`src/rtl/osk_pkg.sv`:
```
package osk_pkg;

    parameter int unsigned DATA_W  = 12;
    parameter int unsigned SCALE_W = 12;
    parameter int unsigned RATE_W  = 8;

    typedef enum logic [1:0] {
        SRC_BYPASS = 2'd0,
        SRC_MANUAL = 2'd1,
        SRC_RAMP   = 2'd2
    } amp_src_e;

    // Signed sample times unsigned scale, divided by 2**SCALE_W, floor rounding
    function automatic logic signed [DATA_W-1:0] scale_sample(
        input logic signed [DATA_W-1:0] smp,
        input logic [SCALE_W-1:0]       scl
    );
        logic signed [DATA_W+SCALE_W:0] prod;
        logic signed [DATA_W+SCALE_W:0] shifted;
        prod    = $signed(smp) * $signed({1'b0, scl});
        shifted = prod >>> SCALE_W;
        return shifted[DATA_W-1:0];
    endfunction

endpackage

```
`src/rtl/osk_prescaler.sv`:
```
module osk_prescaler #(
    parameter int unsigned RATE_W = osk_pkg::RATE_W
) (
    input  logic              clk,
    input  logic              rst,
    input  logic              run_i,
    input  logic [RATE_W-1:0] rate_i,
    output logic              tick_o
);

    typedef struct packed {
        logic [RATE_W-1:0] cnt;
    } presc_t;

    presc_t st_d, st_q;
    logic   at_zero;

    assign at_zero = (st_q.cnt == '0);

    always_comb begin
        st_d   = st_q;
        tick_o = run_i && at_zero;
        if (!run_i) begin
            st_d.cnt = rate_i;
        end else if (at_zero) begin
            st_d.cnt = rate_i;
        end else begin
            st_d.cnt = st_q.cnt - 1'b1;
        end
    end

    always_ff @(posedge clk) begin
        if (rst) begin
            st_q.cnt <= rate_i;
        end else begin
            st_q <= st_d;
        end
    end

endmodule

```
`src/rtl/osk_amp_counter.sv`:
```
module osk_amp_counter #(
    parameter int unsigned SCALE_W = osk_pkg::SCALE_W
) (
    input  logic               clk,
    input  logic               rst,
    input  logic               step_i,
    input  logic               up_i,
    output logic [SCALE_W-1:0] amp_o
);

    localparam logic [SCALE_W-1:0] AMP_MAX = {SCALE_W{1'b1}};
    localparam logic [SCALE_W-1:0] AMP_MIN = '0;

    typedef struct packed {
        logic [SCALE_W-1:0] amp;
    } amp_t;

    amp_t st_d, st_q;

    always_comb begin
        st_d = st_q;
        if (step_i) begin
            if (up_i) begin
                if (st_q.amp != AMP_MAX) begin
                    st_d.amp = st_q.amp + 1'b1;
                end
            end else begin
                if (st_q.amp != AMP_MIN) begin
                    st_d.amp = st_q.amp - 1'b1;
                end
            end
        end
    end

    always_ff @(posedge clk) begin
        if (rst) begin
            st_q.amp <= AMP_MIN;
        end else begin
            st_q <= st_d;
        end
    end

    assign amp_o = st_q.amp;

endmodule

```
`src/rtl/osk_scaler.sv`:
```
module osk_scaler
    import osk_pkg::*;
#(
    parameter int unsigned DATA_W  = osk_pkg::DATA_W,
    parameter int unsigned SCALE_W = osk_pkg::SCALE_W
) (
    input  logic                     clk,
    input  logic                     rst,
    input  amp_src_e                 src_i,
    input  logic [SCALE_W-1:0]       manual_i,
    input  logic [SCALE_W-1:0]       amp_i,
    input  logic signed [DATA_W-1:0] sample_i,
    output logic signed [DATA_W-1:0] sample_o
);

    typedef struct packed {
        logic signed [DATA_W-1:0] smp;
    } out_t;

    out_t               st_d, st_q;
    logic [SCALE_W-1:0] scale_sel;

    always_comb begin
        unique case (src_i)
            SRC_MANUAL: scale_sel = manual_i;
            SRC_RAMP:   scale_sel = amp_i;
            default:    scale_sel = '0;
        endcase
    end

    always_comb begin
        st_d = st_q;
        if (src_i == SRC_BYPASS) begin
            st_d.smp = sample_i;
        end else begin
            st_d.smp = scale_sample(sample_i, scale_sel);
        end
    end

    always_ff @(posedge clk) begin
        if (rst) begin
            st_q.smp <= '0;
        end else begin
            st_q <= st_d;
        end
    end

    assign sample_o = st_q.smp;

endmodule

```
`src/rtl/shaped_key_ramp.sv`:
```
module shaped_key_ramp
    import osk_pkg::*;
#(
    parameter int unsigned DATA_W  = osk_pkg::DATA_W,
    parameter int unsigned SCALE_W = osk_pkg::SCALE_W,
    parameter int unsigned RATE_W  = osk_pkg::RATE_W
) (
    input  logic                     clk,
    input  logic                     rst,
    input  logic                     key_en_i,
    input  logic                     ramp_sel_i,
    input  logic [RATE_W-1:0]        ramp_rate_i,
    input  logic [SCALE_W-1:0]       shape_val_i,
    input  logic                     key_up_i,
    input  logic signed [DATA_W-1:0] sample_i,
    output logic signed [DATA_W-1:0] sample_o
);

    amp_src_e           src_w;
    logic               ramp_run_w;
    logic               tick_w;
    logic [SCALE_W-1:0] amp_w;

    always_comb begin
        if (!key_en_i) begin
            src_w = SRC_BYPASS;
        end else if (ramp_sel_i) begin
            src_w = SRC_RAMP;
        end else begin
            src_w = SRC_MANUAL;
        end
    end

    assign ramp_run_w = (src_w == SRC_RAMP);

    osk_prescaler #(
        .RATE_W (RATE_W)
    ) u_presc (
        .clk    (clk),
        .rst    (rst),
        .run_i  (ramp_run_w),
        .rate_i (ramp_rate_i),
        .tick_o (tick_w)
    );

    osk_amp_counter #(
        .SCALE_W (SCALE_W)
    ) u_amp (
        .clk    (clk),
        .rst    (rst),
        .step_i (tick_w),
        .up_i   (key_up_i),
        .amp_o  (amp_w)
    );

    osk_scaler #(
        .DATA_W  (DATA_W),
        .SCALE_W (SCALE_W)
    ) u_scale (
        .clk      (clk),
        .rst      (rst),
        .src_i    (src_w),
        .manual_i (shape_val_i),
        .amp_i    (amp_w),
        .sample_i (sample_i),
        .sample_o (sample_o)
    );

endmodule

```
`config.mk`:
```
export PLATFORM = sky130hd
export DESIGN_NAME = shaped_key_ramp
export DESIGN_NICKNAME = d
export VERILOG_FILES = /design/src/rtl/osk_pkg.sv /design/src/rtl/osk_prescaler.sv /design/src/rtl/osk_amp_counter.sv /design/src/rtl/osk_scaler.sv /design/src/rtl/shaped_key_ramp.sv
export SDC_FILE = /design/constraint.sdc
export NUM_CORES = 1
export LEC_CHECK = 0
export ABC_AREA = 1
export CAP_MARGIN = 40
export CORE_ASPECT_RATIO = 0.8
export CORE_UTILIZATION = 45
export CTS_BUF_LIST = sky130_fd_sc_hd__clkbuf_4
export CTS_CLUSTER_SIZE = 16
export DETAILED_ROUTE_END_ITERATION = 6
export GPL_TIMING_DRIVEN = 0
export PLACE_DENSITY = 0.64
export SETUP_SLACK_MARGIN = 0.15
export SYNTH_ARGS = -nofsm -noshare
export SYNTH_HDL_FRONTEND = slang
export SYNTH_SLANG_ARGS = --single-unit
```
`constraint.sdc`:
```
create_clock -name clk -period 6.5 [get_ports clk]
set_input_delay 1.3 -clock clk [delete_from_list [all_inputs] [get_ports clk]]
set_output_delay 1.3 -clock clk [all_outputs]
set_load 0.02 [all_outputs]
```
Word level (Yosys, flattened, before mapping) --
Index checks and enable logic that the tools add are counted.
Storage, ports and cells: flip-flop bits (word level) 32, input bits 37, output and inout port bits 12, logic and storage cells 27
Cells by class: add/subtract/negate cells 3, multiply operators 1, equal/unequal tests 4, multiplexer cells 10, reductions and logical operators 6
Operators with widths (number):
- $mux W12 | 4
- $mul A12 B13 Y24 | 1
- $mux W8 | 3
- $pmux W12 S2 | 1
- $add A12 B1 Y12 const B | 1
- $ne A12 B12 Y1 const B | 1
- $reduce_bool A12 Y1 | 1
- $sub A12 B1 Y12 const B | 1
- $logic_not A8 Y1 | 1
- $sub A8 B1 Y8 const B | 1
- $mux W2 | 2
- $reduce_and A3 Y1 | 1
- $eq A2 B1 Y1 const B | 1
- $eq A2 B2 Y1 const B | 1
- $logic_not A2 Y1 | 1
- $ne A2 B1 Y1 const B | 1
- $reduce_bool A2 Y1 | 1
- $logic_and A1 B1 Y1 | 1

Depth between registers and ports, before layout --
Gate-level depths: netlist of run 1.
depth in word-level cells 6, gate-level depth with buffers 30, gate-level depth less buffers 30

Hierarchy --
Synthesis of run 1 repeated with hierarchy kept, for this count alone.
Unflattened totals: cell total of the unflattened synthesis 1019, area, all modules 7225.7 µm²
By module, submodules not included:
- osk_scaler | instances 1, cells each 745, area each 5511.5 µm², sequential area each 240.2 µm²
- osk_amp_counter | instances 1, cells each 200, area each 1162.4 µm², sequential area each 240.2 µm²
- osk_prescaler | instances 1, cells each 70, area each 534.3 µm², sequential area each 160.2 µm²
- shaped_key_ramp | instances 1, cells each 4, area each 17.5 µm², sequential area each 0.0 µm²

Least setup slack after synthesis of run 1 --
No wires, ideal clock.
kind input to register, start in key_en_i, end reg u_scale.st_q, in the netlist u_scale.sample_o[6], data arrival time 5.839 ns, path slack 0.552 ns, stages on the path 24, buffers on the path 1, cell sequence inv_2 nor2_2 inv_4 o22ai_1 buf_2 nand2_1 fa_1 fa_1 inv_1 fa_1 fa_1 inv_1 fa_1 inv_1 ha_1 a21oi_1 a21boi_2 nor2_1 nor2_1 nand2_1 nand2_1 nand3_1 nand2_1 inv_1
On the way: longest elaborated chain between the ends 5, elaborated cells between the ends (all ways) 7, classes of those cells 1 x mul; 2 x eq/ne; 3 x mux; 1 x reduce/logical
RTL lines:
- start: declaration | line shaped_key_ramp.sv:10 | input logic key_en_i,
- $mux W2 * | line shaped_key_ramp.sv:25 | if (!key_en_i) begin
- $eq A2 B2 Y1 / $eq A2 B1 Y1 (equally long branches) | line osk_scaler.sv:24 | unique case (src_i)
- $pmux W12 S2 | line osk_scaler.sv:24
- $mul A12 B13 Y24 | line osk_pkg.sv:20 | prod = $signed(smp) * $signed({1'b0, scl});
- $mux W12 * | line osk_scaler.sv:33 | if (src_i == SRC_BYPASS) begin
- end signal: assignment | line osk_scaler.sv:44 | st_q <= st_d;
- end: declaration | line osk_scaler.sv:20 | out_t st_d, st_q;
Mark *: on every way between the ends. The rest lies on a longest branch, timed or not. A chain may end at the register's enable or synchronous reset.

Final worst setup path of run 1 --
start in sample_i[6], end reg u_scale.st_q, in the netlist u_scale.sample_o[11]
On the way: longest elaborated chain between the ends 2
RTL lines:
- start: declaration | line shaped_key_ramp.sv:15 | input logic signed [DATA_W-1:0] sample_i,
- $mul A12 B13 Y24 | line osk_pkg.sv:20
- $mux W12 | line osk_scaler.sv:33
No other way between the ends.

==> results.yml, run 1 <==
min_path:
  worst_hold_path.endpoint: "u_presc.st_q[0]"
  worst_hold_path_type: "reg2reg"
  worst_hold_path.num_cells: 1
  hold_path.startpoint: "u_presc.st_q[0]"
final_layout:
  fillCellCount: 1539
  post_route_cells_drive_above_1_share_pct: 9.76
  layout_commonest_cell: "sky130_fd_sc_hd__inv_1"
  insertedDiodeCount: 0
  area_taken_by_flip_flops_and_latches_sq_um: 641
  final_net_count: 1272
  synthToLayoutAreaGrowth_pct: 16.2
  multi_input_comb_area_sq_um: 5560
  layout_common_cells: "sky130_fd_sc_hd__inv_1, sky130_fd_sc_hd__nand2_1, sky130_fd_sc_hd__fa_1"
yosys:
  post-synth-top-area-fraction_pct: 28.1
  synth_top_flop_cell: "sky130_fd_sc_hd__dfxtp_1"
  area_share_of_xor_xnor_cells_in_the_synthesized_design_pct: 2.21
  post_synthesis_net_count: 1190
  edff_count_synth: 0
  synthDistinctLibCells: 43
  postSynth.asyncResetShare_pct: 0
  synth_top_family_by_area: "adder cells"
  synth_compound_area_share_pct: 10.2
  syn-instance-count: 972
  ys_top_cells_by_area: "sky130_fd_sc_hd__fa_1, sky130_fd_sc_hd__ha_1, sky130_fd_sc_hd__inv_1"
  synth_area_leader_cell: "sky130_fd_sc_hd__fa_1"
  yosys.area_share.adder_pct: 42.4
  synthesized_area_per_cell_sq_um: 7.32
  synth-seq-area-share_pct: 9.00
  synthMuxAreaShare_pct: 0.141
  synth.cell_area_sq_um: 7120
  yosys_warnings: 0
  ys_seq_elements: 32
  synth_simple_gate_area_share_pct: 22.2
power_and_ir_drop:
  power.leakage_nw: 4.30
  share_comb_of_total_power_pct: 66.8
  power_switching_share_pct: 49.1
  ir_worst_vdd_v: 0.000123
  switchingPower_mw: 0.576
  p_seq_share_pct: 18.9
  clkPwrFrac_pct: 14.3
  p_total_mw: 1.17
  power.internal_mw: 0.598
  power.density_cell_area_nw_per_um2: 142
global_routing:
  grt_pass1_wl_um: 30800
  grt.met3_usage_pct: 3.81
  busiest_layer_in_global_routing: "met1"
  antenna_found_initial: 0
  globalRoute.totalOverflow: 0
  largest_net_degree_at_the_start_of_global_routing: 16
  globalRouteTotalUtil_pct: 24.7
  grtUsageMet2_pct: 34.9
  first_global_vias: 6045
  globalRouteMet1Util_pct: 38.4
setup_path:
  regToRegSetupSlack_ns: 1.23
  rr_endpoint: "u_scale.sample_o[11]"
  worstReg2RegStart: "u_amp.amp_o[0]"
  critical_path.slowest_cell: "sky130_fd_sc_hd__clkdlybuf4s50_1"
  cp_data_arrival_time_ns: 6.43
  crit_path_start_kind: "primary input"
  max_stage_delay_ns: 0.62
  timing.critical_path.required_ns: 6.80
  cp_common_cell: "sky130_fd_sc_hd__inv_1"
  setup.worst_path.end_class: "register"
  reg2regPathDepth: 22
  worstPathCellList: "clkdlybuf4s50_1 -> inv_2 -> nor2_1 -> fa_1 -> inv_1 -> fa_1 -> inv_1 -> fa_1 -> fa_1 -> inv_1 -> fa_1 -> inv_1 -> ha_1 -> nand2_1 -> nor2_2 -> inv_1 -> nor3_1 -> nand3_1 -> nand4_1 -> nand3_1 -> nand2_1 -> inv_1"
  critical_path_class: "in2reg"
  max_fanout_on_critical_path: 7
floorplan:
  die_area_sq_um: 16300
  die_height_um: 115
  floorplan.rows: 40
  floorplan.die.width_um: 143
  core_region_area_sq_um: 15200
  top_level_ports: 49
  starting_density_of_the_core_pct: 46.8
sta:
  rsz_0062_raised_after_global_routing: "false"
  tightest_slew_ns: 0.627
  fin_crit_period_ns: 6.13
  achievable-frequency_ghz: 0.163
  totalNegativeSetupSlack_ns: 0
  timing.slew.headroom_pct: 58.2
  fin_crit_sh_pct: 94.2
  timing.final.hold_violations: 0
  fin_worst_skew_ns: 0.0134
  report.final.setup_viol: 0
  finalMaxSlewViolations: 0
clocking:
  cts.hold.buffers_added: 0
  clkSinkCount: 32
  clock_pin_transition_on_the_worst_setup_and_hold_timing_paths_ns: 0.12
  source_to_sink_clock_delay_at_the_later_pin_of_the_worst_skew_pair_ns: 0.39
  cts_tree: "built"
  clockBufferDepth: 2
  cts-buffers-inserted: 5
  clock_root_buffer: "sky130_fd_sc_hd__clkbuf_4"
  cts-htree-levels: 2
route:
  detail_route.vias_per_cell: 4.91
  dr.first_iter.drc_count: 390
  ant_nets: 0
  detail_route.first_pass.iterations: 7
  route.final.wire_length_um: 18400
  remaining_drc_errors: 0
  avgRoutedWirePerCell_um: 14.6
  vias: 6208
place:
  placement.io_buffers: 43
  detailed_place_hpwl_um: 15200
  gpl.final_weighted_congestion: 0.881
run:
  maxCapViolations: 0
outcome:
  status: "finished, final reports clean"
per-layer routing:
metal | vias to the layer above | wire length [um]
met3 | 25 | 1120
met4 | 0 | 364
met5 | - | 0
li1 | 3121 | -
met1 | 2889 | 9450
met2 | 173 | 7480
critical path, delay by kind of cell:
kind | cells | cell delay (ns)
adders and majority gates | 6 | 2.93
and+or+nand+nor | 8 | 0.92
buffers and inverters | 8 | 1.27
power by group through the flow:
stage / Combinational, mW / Clock [mW] / Sequential, mW
floorplan: 0.492 / 0 / 0.244
global placement: 0.715 / 0 / 0.226
detailed placement: 0.720 / 0 / 0.226
CTS: 0.761 / 0.173 / 0.222
global route: 0.891 / 0.181 / 0.224
finish: 0.785 / 0.168 / 0.221
per-stage QoR:
step | hold WS, ns | cells | utilization, % | area, sq um | worst slack (ns)
after floorplan | 0.426 | 972 | - | 7120 | 0.552
after global placement | 0.442 | 1225 | 51.3 | 7810 | -0.724
after detailed placement | 0.449 | 1225 | 51.3 | 7810 | -0.730
after CTS | 0.468 | 1259 | 53.8 | 8190 | 0.194
after global routing | 0.474 | 1265 | 54.4 | 8270 | 0.151
final | 0.467 | 1265 | 54.4 | 8270 | 0.374
cell families (layout without fill, tap and decap cells):
kind of cell | after synthesis | after routing
and+or+nand+nor | 376 | 376
buffers and inverters | 258 | 341
adders and majority gates | 181 | 181
AOI/OAI and AO/OA | 106 | 106
DFF | 32 | 32
xor gates and xnor gates | 18 | 18
muxes | 1 | 1
how the worst max path moves through the flow:
stage	start	cells past startpoint	end	slack, ns
4_1_cts	sample_i[5]	21	u_scale.sample_o[7]	0.19
6_report	sample_i[6]	22	u_scale.sample_o[11]	0.37
3_3_place_gp	key_en_i	24	u_scale.sample_o[11]	-0.72
5_1_grt	key_en_i	23	u_scale.sample_o[10]	0.15
2_1_floorplan	key_en_i	24	u_scale.sample_o[6]	0.55
3_5_place_dp	key_en_i	25	u_scale.sample_o[11]	-0.73
registers in the layout, summed over array words and instances, names as in the netlist:
signal,count
u_presc.st_q,8
u_scale.sample_o,12
u_amp.amp_o,12
synthesized netlist by cell type (7+ instances only):
library cell	number
sky130_fd_sc_hd__nand2_1	217
sky130_fd_sc_hd__o22ai_4	9
sky130_fd_sc_hd__nand4_1	8
sky130_fd_sc_hd__dfxtp_1	32
sky130_fd_sc_hd__o21ai_0	23
sky130_fd_sc_hd__fa_1	100
sky130_fd_sc_hd__xor2_1	10
sky130_fd_sc_hd__xnor2_1	8
sky130_fd_sc_hd__a21oi_1	52
sky130_fd_sc_hd__inv_2	10
sky130_fd_sc_hd__nor3_1	7
sky130_fd_sc_hd__nand3_1	37
sky130_fd_sc_hd__ha_1	81
sky130_fd_sc_hd__clkbuf_1	9
sky130_fd_sc_hd__a21o_1	7
sky130_fd_sc_hd__nor2_1	89
sky130_fd_sc_hd__inv_1	232
area by class of cell:
type / instances / area share [%]
multi-input cells: 682 / 67.2
inverters: 245 / 11.2
repair buffers: 75 / 8.77
flip-flops and latches: 32 / 7.74
well taps: 210 / 3.18
plain buffers: 13 / 0.923
clock inverters: 3 / 0.514
clock buffers: 5 / 0.454
what timing repair did:
item | 4_1_cts | 5_1_grt
endpoints found under the setup margin | 12 | 12
setup buffers | 25 | 6
pin swaps | 9 | 7
gates cloned | 1 | 0
resized for setup | 14 | 26
(Power assumes the default switching activity.)
==> inputs of run 2 (changes only) <==
--- a/config.mk
+++ b/config.mk
@@ -12,9 +12,11 @@
 export CTS_BUF_LIST = sky130_fd_sc_hd__clkbuf_4
 export CTS_CLUSTER_SIZE = 16
 export DETAILED_ROUTE_END_ITERATION = 6
+export GPL_ROUTABILITY_DRIVEN = 0
 export GPL_TIMING_DRIVEN = 0
 export PLACE_DENSITY = 0.64
 export SETUP_SLACK_MARGIN = 0.15
 export SYNTH_ARGS = -nofsm -noshare
 export SYNTH_HDL_FRONTEND = slang
+export SYNTH_HIERARCHICAL = 1
 export SYNTH_SLANG_ARGS = --single-unit
==> constraint.sdc (replaced) <==
create_clock -name clk -period 6.74 [get_ports clk]
set_input_delay 1.348 -clock clk [delete_from_list [all_inputs] [get_ports clk]]
set_output_delay 1.348 -clock clk [all_outputs]
set_load 0.02 [all_outputs]
==> run 2 against run 1 <==
Clock skew fell by 0.0027 ns. Global-route usage fell by 0.34 points. Count of clock-buffer cells in the layout rose by 1. Utilization rose by 0.17 points. Sequential share of layout area fell by 0.29 points. Final cell count rose by 3.4%. Critical path depth rose by 4. Critical path type unchanged.
==> results.yml, run 2 <==
setup_path:
  max_fanout_on_critical_path: 10
  setup.worst_path.end_class: "register"
  reg2regPathDepth: 22
  regToRegSetupSlack_ns: 1.64
  cp_common_cell: "sky130_fd_sc_hd__fa_1"
  critical_path.n_buffers_inverters: 10
  rr_endpoint: "u_scale/sample_o[8]"
  critical_path_class: "in2reg"
  max_stage_delay_ns: 0.54
  cp_data_arrival_time_ns: 6.49
  worst_path_dominant_cell_family: "adder cells"
  crit_path_start_kind: "primary input"
  worstReg2RegStart: "u_amp/amp_o[0]"
  critical_path.slowest_cell: "sky130_fd_sc_hd__fa_1"
  timing.critical_path.required_ns: 6.98
final_layout:
  utilization_pct: 54.5
  insertedDiodeCount: 0
  synthToLayoutAreaGrowth_pct: 18.9
  fillCellCount: 1572
  final_net_count: 1313
  post_route_cells_drive_above_1_share_pct: 12.6
  layout_commonest_cell: "sky130_fd_sc_hd__nand2_1"
  stdcell_area_sq_um: 8590
  final_cell_count_no_fill: 1308
  layout_common_cells: "sky130_fd_sc_hd__nand2_1, sky130_fd_sc_hd__inv_1, sky130_fd_sc_hd__fa_1"
clocking:
  cts-buffers-inserted: 5
  source_to_sink_clock_delay_at_the_later_pin_of_the_worst_skew_pair_ns: 0.35
  clkSinkCount: 32
  cts_tree: "built"
  clock_pin_transition_on_the_worst_setup_and_hold_timing_paths_ns: 0.11
  cts.hold.buffers_added: 0
  cts-htree-levels: 2
  clockBufferDepth: 2
  clock_root_buffer: "sky130_fd_sc_hd__clkbuf_4"
yosys:
  post-synth-top-count-cell: "sky130_fd_sc_hd__nand2_1"
  synth.cell_area_sq_um: 7230
  ys_seq_elements: 32
  top_cell_types_by_occurrence_after_synthesis: "sky130_fd_sc_hd__nand2_1, sky130_fd_sc_hd__inv_1, sky130_fd_sc_hd__fa_1"
  post-synth-top-area-fraction_pct: 27.7
  post_synthesis_net_count: 1240
  ys_top_cells_by_area: "sky130_fd_sc_hd__fa_1, sky130_fd_sc_hd__ha_1, sky130_fd_sc_hd__nand2_1"
  synthesized_area_per_cell_sq_um: 7.09
  synth_top_flop_cell: "sky130_fd_sc_hd__dfxtp_1"
  postSynth.asyncResetShare_pct: 0
  syn-instance-count: 1019
  synthDistinctLibCells: 41
  synth_area_leader_cell: "sky130_fd_sc_hd__fa_1"
  synth-seq-area-share_pct: 8.87
  edff_count_synth: 0
  yosys_warnings: 6
min_path:
  worst_hold_path.endpoint: "u_presc/st_q[0]"
  worst_hold_path.num_cells: 1
  worst_hold_path_type: "reg2reg"
  hold_path.startpoint: "u_presc/st_q[0]"
floorplan:
  die_area_sq_um: 16600
  die_height_um: 115
  floorplan.die.width_um: 144
  starting_density_of_the_core_pct: 45.9
  floorplan.rows: 41
  core_region_area_sq_um: 15700
  top_level_ports: 49
place:
  place_inst: 1278
  placement.io_buffers: 44
  dpl_cell_area_sq_um: 7940
  dpl_worst_slack_ns: -0.886
  detailed_place_hpwl_um: 15800
power_and_ir_drop:
  ir_worst_vdd_v: 0.0000744
  p_total_mw: 0.804
  power.density_cell_area_nw_per_um2: 93.6
  power.leakage_nw: 4.62
sta:
  timing.final.hold_violations: 0
  achievable-frequency_ghz: 0.160
  final.hold.worst_slack_ns: 0.460
  finalMaxSlewViolations: 0
  rsz_0062_raised_after_global_routing: "false"
  fin_crit_sh_pct: 92.8
  timing.slew.headroom_pct: 58.4
  totalNegativeSetupSlack_ns: 0
  tightest_slew_ns: 0.623
  final_critical_path_setup_slack_ns: 0.486
  fin_crit_period_ns: 6.25
  fin_worst_skew_ns: 0.0107
  report.final.setup_viol: 0
route:
  dr.first_iter.drc_count: 377
  detail_route.vias_per_cell: 5.01
  avgRoutedWirePerCell_um: 14.6
  vias: 6547
  remaining_drc_errors: 0
  ant_nets: 0
  detail_route.first_pass.iterations: 5
  route.final.wire_length_um: 19100
global_routing:
  grt_pass1_wl_um: 31000
  globalRoute.totalOverflow: 0
  antenna_found_initial: 0
  first_global_vias: 6190
  largest_net_degree_at_the_start_of_global_routing: 13
  globalRouteTotalUtil_pct: 24.3
outcome:
  status: "finished, final reports clean"
run:
  maxCapViolations: 0
run 2: cell types whose count changed in the layout (fill, tap and decap cells not counted), sizes merged, moves of 3 or more:
cell,change
o22ai,-10
nand3,+4
nor3,-10
nand2,+47
buf,-5
nor2,+15
inv,+8
xor2,-4
a22o,+12
o21ai,-12
a21oi,-10
ha,+3
run 2: worst max path at each step:
stage / from / end / slack (ns) / depth (start not counted)
2_1_floorplan: key_en_i / u_scale/sample_o[3] / 0.39 / 26
3_3_place_gp: key_en_i / u_scale/sample_o[11] / -0.85 / 27
3_5_place_dp: ramp_sel_i / u_scale/sample_o[11] / -0.89 / 27
4_1_cts: ramp_sel_i / u_scale/sample_o[8] / 0.15 / 28
5_1_grt: ramp_sel_i / u_scale/sample_o[11] / 0.26 / 28
6_report: ramp_sel_i / u_scale/sample_o[1] / 0.49 / 26
run 2: power by group:
group          switching, mW  total [mW]  internal, mW
Sequential           0.00640       0.208         0.202
Clock                 0.0729       0.155        0.0818
Combinational          0.269       0.441         0.173
run 2: logic make-up after synthesis:
kind of cell / count (synthesis) / synth area share [%]
simple gates: 431 / 24.8
buf+inv: 270 / 14.4
fa+ha+maj: 184 / 42.3
compound gates: 87 / 7.81
flops: 32 / 8.87
xor+xnor: 15 / 1.82
run 2: metal layers:
layer | track usage [%] | part of all wire, %
met2 | 38.0 | 43
met5 | 0 | 0
met3 | 3.83 | 6.3
met1 | 36.8 | 50
met4 | 1.56 | 0.74
run 2: timing repair:
| item | in CTS | in global routing |
|---|---|---|
| gates cloned | 1 | 0 |
| endpoints found under the setup margin | 12 | 12 |
| hold endpoints to repair | 0 | 0 |
| gates resized for setup | 52 | 54 |
| pin swaps | 8 | 36 |
| buffers inserted | 2 | 19 |
run 2: area by class of cell:
type                       instances  area, sq um  area share [%]
timing repair buffer              66          643            7.49
inverter                         254         1000            11.7
tap                              215          269            3.13
clock buffer                       6         45.0           0.524
sequential                        32          641            7.46
buffer                            16          119            1.38
clock inverter                     2         35.0           0.408
multi-input combinational        717         5830            67.9
